===== config.mk =====
export PLATFORM = sky130hd
export DESIGN_NAME = dsr_save_restore
export DESIGN_NICKNAME = d
export VERILOG_FILES = /design/src/rtl/dsr_pkg.sv /design/src/rtl/dsr_seq_ctrl.sv /design/src/rtl/dsr_regfile.sv /design/src/rtl/dsr_save_restore.sv
export SDC_FILE = /design/constraint.sdc
export NUM_CORES = 1
export LEC_CHECK = 0
export BUFFER_PORTS_ARGS = -buffer_cell sky130_fd_sc_hd__buf_2
export CORE_ASPECT_RATIO = 1.5
export CORE_MARGIN = 2
export CORE_UTILIZATION = 57
export CTS_CLUSTER_SIZE = 20
export DETAILED_ROUTE_END_ITERATION = 10
export PLACE_DENSITY = 0.8
export SLEW_MARGIN = 30
export SYNTH_ARGS = -nofsm -noshare
export SYNTH_HDL_FRONTEND = slang
export SYNTH_SLANG_ARGS = --single-unit

===== constraint.sdc =====
create_clock -name clk -period 3.4 [get_ports clk]
set_input_delay 0.17 -clock clk [delete_from_list [all_inputs] [get_ports clk]]
set_output_delay 0.17 -clock clk [all_outputs]
set_load 0.01 [all_outputs]

===== src/rtl/dsr_pkg.sv =====
package dsr_pkg;
  localparam int unsigned DSR_NREG = 22;
  localparam logic [31:0] DSR_KEY  = 32'hC5AC_CE55;

  typedef enum logic [2:0] {
    SQ_IDLE, SQ_LEN, SQ_PICK, SQ_SAVE, SQ_RESTORE, SQ_DONE
  } sq_state_e;

  // Bits software may write, by sequence index
  function automatic logic [31:0] dsr_wmask(int unsigned idx);
    logic [31:0] m;
    if (idx <= 1)       m = 32'h1F1F_FFFF;
    else if (idx <= 3)  m = 32'hFFFF_FFFC;
    else if (idx <= 9)  m = 32'h0077_FFFF;
    else if (idx <= 15) m = 32'hFFFF_FFFC;
    else if (idx == 16) m = 32'hFFFF_FFFF;
    else if (idx == 17) m = 32'h0060_C0FC;
    else if (idx == 18) m = 32'hFFFF_FFFF;
    else if (idx == 19) m = 32'h0000_0007;
    else if (idx == 20) m = 32'h0000_00DF;
    else                m = 32'hFFFF_FFFE;
    return m;
  endfunction

  // Status bits that a restore may still load
  function automatic logic [31:0] dsr_smask(int unsigned idx);
    return (idx == 17) ? 32'h6C00_0000 : 32'h0;
  endfunction

  function automatic logic [31:0] dsr_rstval(int unsigned idx);
    return (idx == 17) ? 32'h0000_0002 : 32'h0;
  endfunction

  function automatic logic [DSR_NREG-1:0][31:0] dsr_wmask_all();
    logic [DSR_NREG-1:0][31:0] a;
    for (int unsigned i = 0; i < DSR_NREG; i++) a[i] = dsr_wmask(i);
    return a;
  endfunction

  function automatic logic [DSR_NREG-1:0][31:0] dsr_smask_all();
    logic [DSR_NREG-1:0][31:0] a;
    for (int unsigned i = 0; i < DSR_NREG; i++) a[i] = dsr_smask(i);
    return a;
  endfunction

  function automatic logic [DSR_NREG-1:0][31:0] dsr_rstval_all();
    logic [DSR_NREG-1:0][31:0] a;
    for (int unsigned i = 0; i < DSR_NREG; i++) a[i] = dsr_rstval(i);
    return a;
  endfunction
endpackage


===== src/rtl/dsr_seq_ctrl.sv =====
module dsr_seq_ctrl
  import dsr_pkg::*;
#(
  parameter int unsigned NREG = DSR_NREG,
  parameter int unsigned PW   = $clog2(NREG + 1),
  parameter logic [31:0] KEY  = DSR_KEY
) (
  input  logic          clk,
  input  logic          rst_n,
  input  logic          lock_wr,
  input  logic [31:0]   lock_wdata,
  input  logic          port_rd,
  input  logic          port_wr,
  output logic          locked,
  output logic          seq_err,
  output logic          seq_done,
  output logic          len_rd,
  output logic          xfer_rd,
  output logic          xfer_wr,
  output logic [PW-1:0] ptr
);
  sq_state_e     st_q, st_d;
  logic [PW-1:0] ptr_q, ptr_d;
  logic          err_q, err_d;
  logic          upd_en;
  logic          key_wr, unlock_wr, rd_only, wr_only, bad_acc, last_x;

  always_comb begin
    key_wr    = lock_wr && (lock_wdata == KEY);
    unlock_wr = lock_wr && (lock_wdata != KEY);
    rd_only   = port_rd && !port_wr;
    wr_only   = port_wr && !port_rd;
    len_rd    = (st_q == SQ_LEN) && rd_only;
    xfer_rd   = ((st_q == SQ_PICK) || (st_q == SQ_SAVE)) && rd_only;
    xfer_wr   = ((st_q == SQ_PICK) || (st_q == SQ_RESTORE)) && wr_only;
    bad_acc   = (port_rd || port_wr) && !(len_rd || xfer_rd || xfer_wr);
    last_x    = (ptr_q == PW'(NREG - 1));
    upd_en    = lock_wr || port_rd || port_wr;
  end

  always_comb begin
    st_d  = st_q;
    ptr_d = ptr_q;
    err_d = err_q;
    if (key_wr) begin
      st_d  = SQ_LEN;
      ptr_d = '0;
      err_d = 1'b0;
    end else if (unlock_wr) begin
      st_d  = SQ_IDLE;
      ptr_d = '0;
    end else begin
      if (len_rd) st_d = SQ_PICK;
      if (xfer_rd || xfer_wr) begin
        ptr_d = ptr_q + PW'(1);
        if (last_x)       st_d = SQ_DONE;
        else if (xfer_rd) st_d = SQ_SAVE;
        else              st_d = SQ_RESTORE;
      end
      if (bad_acc) err_d = 1'b1;
    end
  end

  always_ff @(posedge clk or negedge rst_n) begin
    if (!rst_n) begin
      st_q  <= SQ_IDLE;
      ptr_q <= '0;
      err_q <= 1'b0;
    end else if (upd_en) begin
      st_q  <= st_d;
      ptr_q <= ptr_d;
      err_q <= err_d;
    end
  end

  assign locked   = (st_q != SQ_IDLE);
  assign seq_err  = err_q;
  assign seq_done = (st_q == SQ_DONE);
  assign ptr      = ptr_q;
endmodule


===== src/rtl/dsr_regfile.sv =====
module dsr_regfile
  import dsr_pkg::*;
#(
  parameter int unsigned NREG = DSR_NREG,
  parameter int unsigned PW   = $clog2(NREG + 1),
  parameter logic [NREG-1:0][31:0] WMASK  = dsr_wmask_all(),
  parameter logic [NREG-1:0][31:0] SMASK  = dsr_smask_all(),
  parameter logic [NREG-1:0][31:0] RSTVAL = dsr_rstval_all()
) (
  input  logic          clk,
  input  logic          rst_n,
  input  logic          wr_en,
  input  logic [PW-1:0] idx,
  input  logic [31:0]   wdata,
  input  logic          stat_we,
  input  logic [PW-1:0] stat_idx,
  input  logic [31:0]   stat_data,
  output logic [31:0]   rd_data
);
  logic [31:0] q [NREG];

  for (genvar g = 0; g < NREG; g++) begin : g_reg
    localparam logic [31:0] RMASK = WMASK[g] | SMASK[g];
    logic        hit_w, hit_s, en;
    logic [31:0] nxt;

    always_comb begin
      hit_w = wr_en && (idx == PW'(g));
      hit_s = stat_we && (stat_idx == PW'(g));
      en    = hit_w || hit_s;
      nxt   = q[g];
      if (hit_s) nxt = (nxt & WMASK[g]) | (stat_data & ~WMASK[g]);
      if (hit_w) nxt = (nxt & ~RMASK) | (wdata & RMASK);
    end

    always_ff @(posedge clk or negedge rst_n) begin
      if (!rst_n)  q[g] <= RSTVAL[g];
      else if (en) q[g] <= nxt;
    end
  end

  always_comb begin
    rd_data = '0;
    for (int i = 0; i < NREG; i++)
      if (idx == PW'(i)) rd_data = q[i];
  end
endmodule


===== src/rtl/dsr_save_restore.sv =====
module dsr_save_restore
  import dsr_pkg::*;
#(
  parameter int unsigned NREG = DSR_NREG,
  parameter logic [31:0] KEY  = DSR_KEY,
  parameter logic [NREG-1:0][31:0] WMASK  = dsr_wmask_all(),
  parameter logic [NREG-1:0][31:0] SMASK  = dsr_smask_all(),
  parameter logic [NREG-1:0][31:0] RSTVAL = dsr_rstval_all(),
  localparam int unsigned PW = $clog2(NREG + 1)
) (
  input  logic          clk,
  input  logic          rst_n,
  input  logic          bus_sel,
  input  logic          bus_rd,
  input  logic          bus_wr,
  input  logic [31:0]   bus_wdata,
  output logic [31:0]   bus_rdata,
  input  logic          stat_we,
  input  logic [PW-1:0] stat_idx,
  input  logic [31:0]   stat_data,
  output logic          locked,
  output logic          seq_err,
  output logic          seq_done
);
  logic          lock_wr, port_rd, port_wr;
  logic          len_rd, xfer_rd, xfer_wr;
  logic [PW-1:0] ptr;
  logic [31:0]   rf_rd;

  assign lock_wr = bus_wr && bus_sel;
  assign port_rd = bus_rd && !bus_sel;
  assign port_wr = bus_wr && !bus_sel;

  dsr_seq_ctrl #(.NREG(NREG), .PW(PW), .KEY(KEY)) u_ctrl (
    .clk(clk), .rst_n(rst_n),
    .lock_wr(lock_wr), .lock_wdata(bus_wdata),
    .port_rd(port_rd), .port_wr(port_wr),
    .locked(locked), .seq_err(seq_err), .seq_done(seq_done),
    .len_rd(len_rd), .xfer_rd(xfer_rd), .xfer_wr(xfer_wr), .ptr(ptr)
  );

  dsr_regfile #(
    .NREG(NREG), .PW(PW), .WMASK(WMASK), .SMASK(SMASK), .RSTVAL(RSTVAL)
  ) u_rf (
    .clk(clk), .rst_n(rst_n),
    .wr_en(xfer_wr), .idx(ptr), .wdata(bus_wdata),
    .stat_we(stat_we), .stat_idx(stat_idx), .stat_data(stat_data),
    .rd_data(rf_rd)
  );

  always_comb begin
    bus_rdata = '0;
    if (bus_rd) begin
      if (bus_sel)      bus_rdata = {31'b0, locked};
      else if (len_rd)  bus_rdata = 32'(NREG);
      else if (xfer_rd) bus_rdata = rf_rd;
    end
  end
endmodule


Word-level counts from Yosys, hierarchy flattened
Cells that the tools add are included.
{ "totals": {"in_bits": 75, "word_cells": 354, "reg_bits": 713} }
{ "classes": {"addsub": 1, "eq_ne": 50, "muxes": 78, "n_reduce_logical": 140, "bitwise": 40} }
{ "ops": {"columns": ["op", "count"], "rows": [
  ["two-way mux 32 bit", 66],
  ["bitwise OR 2 x 32 -> 32 bit", 8],
  ["bitwise OR 32 x 2 -> 32 bit", 8],
  ["bitwise OR 23 x 32 -> 32 bit", 7],
  ["bitwise OR 32 x 23 -> 32 bit", 6],
  ["== test 5 x 4 -> 1 bit (second input constant)", 16],
  ["bitwise OR 29 x 32 -> 32 bit", 2],
  ["bitwise OR 32 x 29 -> 32 bit", 2],
  ["== test 5 bit (second input constant)", 12],
  ["logical AND 1 bit", 55],
  ["AND reduction 2 bit", 24],
  ["nonzero test 2 bit", 21],
  ["== test 5 x 3 -> 1 bit (second input constant)", 8],
  ["== test 32 bit (second input constant)", 1],
  ["!= test 32 bit (second input constant)", 1],
  ["bitwise OR 1 x 32 -> 32 bit", 1],
  ["bitwise OR 3 x 32 -> 32 bit", 1],
  ["bitwise OR 32 x 1 -> 32 bit", 1],
  ["bitwise OR 32 x 3 -> 32 bit", 1],
  ["bitwise OR 32 x 31 -> 32 bit", 1],
  ["bitwise OR 32 x 8 -> 32 bit", 1],
  ["bitwise OR 8 x 32 -> 32 bit", 1],
  ["logical OR 1 bit", 30],
  ["== test 5 x 2 -> 1 bit (second input constant)", 4],
  ["14 further kinds", 31]
]} }

Logic depth before layout (Yosys ltp)
Gate-level depths: netlist of run 1.
{ "logic_depth": {"depth_word": 27, "ltp_mapped": 15} }

By module
Synthesis of run 1 repeated with hierarchy kept, for this count alone.
{ "hier_totals": {"cells_unflattened": 2743, "area_unflattened_um2": 34834.7} }
{ "modules_own_cells": {"columns": ["mod", "cells_per_inst", "area_per_inst_um2", "n_inst"], "rows": [
  ["dsr_regfile", 2618, 33748.6, 1],
  ["dsr_seq_ctrl", 80, 735.7, 1],
  ["dsr_save_restore", 45, 350.3, 1]
]} }

Worst setup path before layout of run 1
OpenSTA, ideal clock, no wires.
{ "synth_path": {"path_type": "register -> output", "startpoint": "register u_ctrl.ptr_q[0] (netlist: u_ctrl.ptr[0])", "endpoint": "output bus_rdata[26]", "t_arrival_ps": 3289, "stages_incl_launch_ff": 16, "setup_slack_ps": -59, "path_cell_list": "dfrtp_1 ha_1 buf_2 clkbuf_1 clkbuf_1 clkbuf_1 and3_1 ha_1 clkbuf_1 clkbuf_1 clkbuf_1 nand2_1 o21ai_0 a21oi_1 nand4b_1 a21oi_1"} }
{ "synth_via": {"elab_chain_len": 27} }
{ "synth_rtl": {"columns": ["element", "line", "rtl"], "rows": [
  ["from (decl)", "dsr_seq_ctrl.sv:23", "logic [PW-1:0] ptr_q, ptr_d;"],
  ["from (signal assigned)", "dsr_seq_ctrl.sv:71", "ptr_q <= ptr_d;"],
  ["logical NOT 5 bit", "dsr_regfile.sv:45", "if (idx == PW'(i)) rd_data = q[i];"],
  ["two-way mux 32 bit (21 in a row)", "dsr_regfile.sv:45", null],
  ["two-way mux 32 bit *", "dsr_regfile.sv:45", null],
  ["two-way mux 32 bit *", "dsr_save_restore.sv:56", "else if (xfer_rd) bus_rdata = rf_rd;"],
  ["two-way mux 32 bit *", "dsr_save_restore.sv:55", "else if (len_rd) bus_rdata = 32'(NREG);"],
  ["two-way mux 32 bit *", "dsr_save_restore.sv:54", "if (bus_sel) bus_rdata = {31'b0, locked};"],
  ["two-way mux 32 bit *", "dsr_save_restore.sv:53", "if (bus_rd) begin"],
  ["to (decl)", "dsr_save_restore.sv:17", "output logic [31:0] bus_rdata,"]
]} }
Every way passes the cells marked *; elsewhere a longest branch is shown, timed or not.

Final worst setup path of run 1
{ "layout_path": {"startpoint": "register u_ctrl.ptr_q[3] (netlist: u_ctrl.ptr[3])", "endpoint": "output bus_rdata[23]"} }
The elaborated chain is that of the path after synthesis.

==> results.cfg, run 1 <==
[worst_setup_path]
r2r_cells = 9
worst_setup_path_start_kind = flip-flop
critPathTopFamily = buffers and inverters
r2r_start = u_ctrl.ptr[1]
crit_fanout = 7
slowest_delay_ns = 0.55
r2r_setup_slack_ns = 0.54
crit_slowest_cell = dfrtp_4
critical_path_arrival_ns = 3.56
path_common_cell = buf_4
worstReg2RegEnd = u_rf.q[130]
required_ns = 3.23
path_buf_inv = 5
critPathKind = flip-flop to output pin
crit_chain = buf_4 -> nor2b_1 -> nand2b_1 -> buf_4 -> nor2_1 -> buf_4 -> nor2_1 -> a21o_1 -> a31oi_1 -> buf_4 -> o21ai_2 -> buf_2
critPathCaptureType = output pin

[cells_and_area]
layout_common_cells = dfrtp_1 (707), mux2_2 (698), buf_4 (262), a21oi_1 (162), nand2_1 (140)
area_delta_synth_final_pct = 26.9
nets = 3380
n_fill_cell = 3774
drive_above_1_share = 0.486
final_common_cell = dfrtp_1

[sta]
setup_ws_ns = -0.326
post-route-min-period_ns = 3.73
hold_violations = 3
report.final.setup_viol = 32
relSlewSlack = 0.384
fmaxAchievable_mhz = 268
worst_clock_skew_ns = 0.0206
final_max_slew_viol_count = 0
tightest_slew_ns = 0.911
fin_setup_tns_ns = -6.04
fin_crit_sh = 1.10
rsz0062_at_grt = true
hold_slack_ns = -0.0164

[worst_hold_path]
min_to = u_rf.q[288]
hp-start = stat_idx[1]
hold_class = primary input to flip-flop
worstHoldPathCells = 3

[status]
status = finished, violations left
violations = hold timing, setup timing

[grt]
antenna_found_initial = 5
grt_use_total = 0.447
grt_pass1_vias = 30500
grt_first_pass_wirelength_um = 203000
grt_overflow = 0
grt_max_degree = 87

[cts]
cts_tree = built
clk_latency_ns = 0.68
cts_root_buf = clkbuf_16
numCtsBuffers = 68
h-tree-depth = 3
cts.sinks = 713
clockBufferDepth = 3
clk_pin_slew_ns = 0.07

[floorplan]
initial_utilization = 0.576
num_rows = 110
die_h_um = 305
coreArea_um2 = 59900
dieArea_um2 = 62500
ios = 110
die_w_um = 205

[synth]
synth_edf_count = 0
syn-cell-area_um2 = 34500
synth_seq_area_share = 0.517
yosys_most_used_dff = dfrtp_1
ys_async_sr_fraction = 1.00
netlist_instances = 2954
ys_ff_latch = 713
yosysWarnings = 0
yosysUniqueCellTypes = 90
postSynthAreaPerCell_um2 = 11.7
synthesis.nets = 3034

[power]
p_per_area_nw_per_um2 = 417
cellLeakagePower_nw = 20.8
vdd.ir_drop.worst_uv = 366

[job]
max_cap_violations = 0

[routing]
wl_per_cell_um = 34.8
vias = 30300
drcViolationCount = 0
antenna_left = 0
finalWirelength_um = 144000
first_iter_violations = 4126
vias_per_cell = 7.32
detail_route.first_pass.iterations = 6

[place]
dpl_worst_slack_ns = -0.382
hpwl_um = 92700
routabilityCongestion = 1.03
numPortBuffers = 108
## kinds of logic after synthesis
group	Yosys count	share of synthesized area
flip-flops	713	0.517
XOR/XNOR	4	0.00102
multiplexers	704	0.230
buffers and inverters	279	0.0354
AO/OA/AOI/OAI	740	0.139
AND/OR/NAND/NOR	509	0.0755
adder cells (fa/ha/maj)	5	0.00181
## report_power, final
group / leakage [nW] / switching, W / internal (W) / total (W)
clock network: 1.13 / 0.00352 / 0.00447 / 0.00799
logic: 9.96 / 0.000631 / 0.000449 / 0.00108
registers: 9.75 / 0.000315 / 0.00887 / 0.00918
total: 20.8 / 0.00447 / 0.0138 / 0.0183
## worst max path at each step
stage	from	end	cells after the start	slack (ns)
2_1_floorplan	u_ctrl.ptr[0]	bus_rdata[26]	15	0.01
5_1_grt	u_ctrl.ptr[3]	bus_rdata[23]	12	-0.40
4_1_cts	u_ctrl.ptr[1]	bus_rdata[1]	12	-0.19
6_report	u_ctrl.ptr[3]	bus_rdata[23]	12	-0.33
3_5_place_dp	u_ctrl.ptr[0]	bus_rdata[17]	12	-0.38
3_3_place_gp	u_ctrl.ptr[0]	bus_rdata[17]	12	-0.37
## worst register-to-register path, stage by stage, from the launching register on
cell and delay [ns]:
dfrtp_2 0.48, inv_4 0.10, ha_4 0.25, buf_4 0.16, buf_12 0.15, nor4bb_4 0.42
buf_4 0.29, nand2_1 0.28, buf_4 0.32, mux2_2 0.29
## flip-flops by register name, summed over array words and instances (netlist names)
| name | flops |
|---|---|
| u_ctrl.seq_err | 1 |
| u_ctrl.ptr | 5 |
| u_ctrl.st_q | 3 |
| u_rf.q | 704 |
## per-layer routing
metal,wire (um),GRT usage,share of wire,vias to the layer above
li1,-,-,-,11700
met1,46700,0.509,0.32,15100
met2,65400,0.690,0.45,2555
met3,16100,0.111,0.11,969
met4,16100,0.408,0.11,2
met5,12,0,0.000083,-
## Yosys cell counts, drive strengths merged, types with 14 or more instances
master	instances	area [um^2]
mux2	700	7880
buf	118	617
a22oi	33	248
a221o	15	150
dfrtp	712	17800
nand3	25	125
nand2b	21	131
nor2	155	604
a221oi	51	447
a21o	14	105
o2bb2ai	20	175
o21ai	159	796
a21oi	205	1030
nor3	21	116
nor4	14	87.6
o211ai	23	173
a211oi	16	120
nand2	161	607
o221ai	31	278
clkbuf	151	567
o22ai	82	513
## layout make-up
| type | count | area (um^2) | share of cell area |
|---|---|---|---|
| inverter | 10 | 56.3 | 0.00129 |
| timing repair buffer | 544 | 5140 | 0.117 |
| clock buffer | 99 | 2030 | 0.0464 |
| clock inverter | 23 | 244 | 0.00558 |
| multi-input combinational | 1963 | 17400 | 0.398 |
| antenna | 6 | 15.0 | 0.000343 |
| sequential | 713 | 17900 | 0.408 |
| tap | 784 | 981 | 0.0224 |
## stage by stage
stage                     std cells  total power [W]   util  cell area [um^2]
after global routing           4137           0.0187  0.731             43700
after CTS                      4102           0.0181  0.711             42600
final                          4142           0.0183  0.731             43700
after detailed placement       3867           0.0103  0.628             37600
after global placement         3867           0.0102  0.628             37600
after floorplan                2954          0.00965      -             34500
## timing repair
action / 4_1_cts / 5_1_grt
pin swaps: 103 / 99
endpoints found under the setup margin: 32 / 32
gates cloned: 9 / 2
resized for setup: 354 / 191
hold buffers: 28 / 0
setup buffers: 84 / 40
endpoints found under the hold margin: 150 / 0
No activity file was read; power rests on OpenSTA's default activity.
==> run 2, diff against run 1 <==
--- a/config.mk
+++ b/config.mk
@@ -8,10 +8,10 @@
 export BUFFER_PORTS_ARGS = -buffer_cell sky130_fd_sc_hd__buf_2
 export CORE_ASPECT_RATIO = 1.5
 export CORE_MARGIN = 2
-export CORE_UTILIZATION = 57
+export CORE_UTILIZATION = 40
 export CTS_CLUSTER_SIZE = 20
 export DETAILED_ROUTE_END_ITERATION = 10
-export PLACE_DENSITY = 0.8
+export PLACE_DENSITY = 0.6
 export SLEW_MARGIN = 30
 export SYNTH_ARGS = -nofsm -noshare
 export SYNTH_HDL_FRONTEND = slang
==> results.cfg, run 2 (synthesized netlist as in run 1, its figures left out) <==
[power]
sw_frac_of_total = 0.242
vdd.ir_drop.worst_uv = 326
cellLeakagePower_nw = 21.0
power_switching_w = 0.00439
intPower_w = 0.0138
p_per_area_nw_per_um2 = 409
clock_power_share = 0.436
power_frac_seq = 0.505
power_frac_comb = 0.059

[worst_setup_path]
crit_slowest_cell = dfrtp_4
crit_fanout = 7
required_ns = 3.23
worst_setup_path_start_kind = flip-flop
critPathCaptureType = output pin
slowest_delay_ns = 0.49
crit_chain = buf_12 -> buf_12 -> buf_4 -> nand3b_1 -> buf_4 -> nor2_1 -> a221oi_2 -> o211ai_1 -> a31oi_2 -> a2111o_1 -> a21oi_2 -> buf_2
critPathKind = flip-flop to output pin
r2r_setup_slack_ns = 0.54
critical_path_arrival_ns = 3.47

[floorplan]
initial_utilization = 0.405
coreArea_um2 = 85200
die_w_um = 244
dieArea_um2 = 88600
num_rows = 131
ios = 110
die_h_um = 364

[cells_and_area]
fin_util = 0.521
largest_reg_flops = 704
area_delta_synth_final_pct = 28.7
final_common_cell = dfrtp_1
max_flop_register = u_rf.q
design_area_um2 = 44400
fin_cells = 4500
layout_common_cells = dfrtp_1 (707), mux2_2 (698), buf_4 (278), a21oi_1 (162), nand2_1 (142)
drive_above_1_share = 0.489
nets = 3395

[cts]
cts_tree = built
cts.sinks = 713
cts_root_buf = clkbuf_16
clk_latency_ns = 0.64
numCtsBuffers = 69
clockBufferDepth = 3
h-tree-depth = 3
clk_pin_slew_ns = 0.06

[sta]
fmaxAchievable_mhz = 275
final_max_slew_viol_count = 0
hold_violations = 0
worst_clock_skew_ns = 0.0238
relSlewSlack = 0.476
tightest_slew_ns = 0.783
setup_ws_ns = -0.235
rsz0062_at_grt = true
report.final.setup_viol = 27
fin_setup_tns_ns = -2.97
post-route-min-period_ns = 3.64
fin_crit_sh = 1.07

[routing]
finalWirelength_um = 145000
wl_per_cell_um = 32.2
drcViolationCount = 0
vias = 28500
antenna_left = 0
first_iter_violations = 2552
vias_per_cell = 6.34
detail_route.first_pass.iterations = 6

[status]
violations = setup timing
status = finished, violations left

[job]
max_cap_violations = 0

[grt]
grt_max_degree = 104
grt_first_pass_wirelength_um = 206000
grt_use_total = 0.320
grt_pass1_vias = 29100
grt_overflow = 0
antenna_found_initial = 5

[place]
routabilityCongestion = 0.952
numPortBuffers = 108
place_area_um2 = 38100
hpwl_um = 100000
post-place-cells = 4222

[worst_hold_path]
hold_class = primary input to flip-flop
[run 2: changes by cell type in the layout (fill, tap and decap cells not counted), sizes merged, moves of 2 or more]
cell and change:
dlygate4sd3 +6, clkbuf +10, buf +7, diode -3, clkinv -4, bufinv -2
[run 2: cell type report]
type,count,area [um^2]
Tap cell,1130,1410
Timing Repair Buffer,558,5320
Clock inverter,15,148
Multi-Input combinational cell,1963,17500
Inverter,10,53.8
Antenna cell,3,7.51
Clock buffer,108,2120
Fill cell,7423,40900
Sequential cell,713,17900
[run 2: routing by layer]
metal  wire length [um]  part of all wire  GRT usage  up-vias
met5                 13          0.000090          0        -
met4              13500             0.093      0.256        2
met3               8910             0.062     0.0471      531
met2              70700              0.49      0.536     1442
met1              51800              0.36      0.365    14800
li1                   -                 -          -    11700
[run 2: path summary, 6_finish.rpt]
kind / start / to / cells past startpoint
worst min-delay path: stat_data[28] / u_rf.q[540] / 2
worst min register to register: u_rf.q[486] / u_rf.q[486] / 1
min in group asynchronous: rst_n / u_rf.q[499] / 2
max in group asynchronous: rst_n / u_rf.q[105] / 3
worst max register to register: u_ctrl.ptr[0] / u_rf.q[11] / 10
worst max-delay path: u_ctrl.ptr[2] / bus_rdata[6] / 12
[run 2: power by group through the flow]
stage / combinational, W / clock [W] / sequential (W)
after floorplan: 0.000490 / 0 / 0.00916
after global placement: 0.000949 / 0 / 0.00928
after detailed placement: 0.000990 / 0 / 0.00930
after CTS: 0.00105 / 0.00798 / 0.00915
after global routing: 0.00114 / 0.00833 / 0.00918
final: 0.00107 / 0.00792 / 0.00916
[run 2: timing repair]
| item | CTS | global route |
|---|---|---|
| hold buffers | 34 | 0 |
| pin swaps | 117 | 109 |
| gates cloned | 8 | 3 |
| buffers inserted | 68 | 50 |
| endpoints found under the setup margin | 32 | 32 |
| endpoints found under the hold margin | 159 | 0 |
| resized for setup | 380 | 173 |
[run 2: critical path: cells and delay by family, from the launching register on]
| kind | cells | cell delay, ns |
|---|---|---|
| AO/OA/AOI/OAI | 5 | 1.14 |
| buffers and inverters | 5 | 0.86 |
| flip-flops | 1 | 0.49 |
| AND/OR/NAND/NOR | 2 | 0.33 |
[run 2: through the flow]
stage / hold WS [ns] / setup WS, ns / power (W)
after CTS: 0.00727 / -0.231 / 0.0182
after global placement: 0.196 / 0.00138 / 0.0102
after detailed placement: 0.200 / -0.0253 / 0.0103
final: 0.0379 / -0.235 / 0.0181
after global routing: 0.0226 / -0.288 / 0.0187
after floorplan: -0.126 / 0.0124 / 0.00965
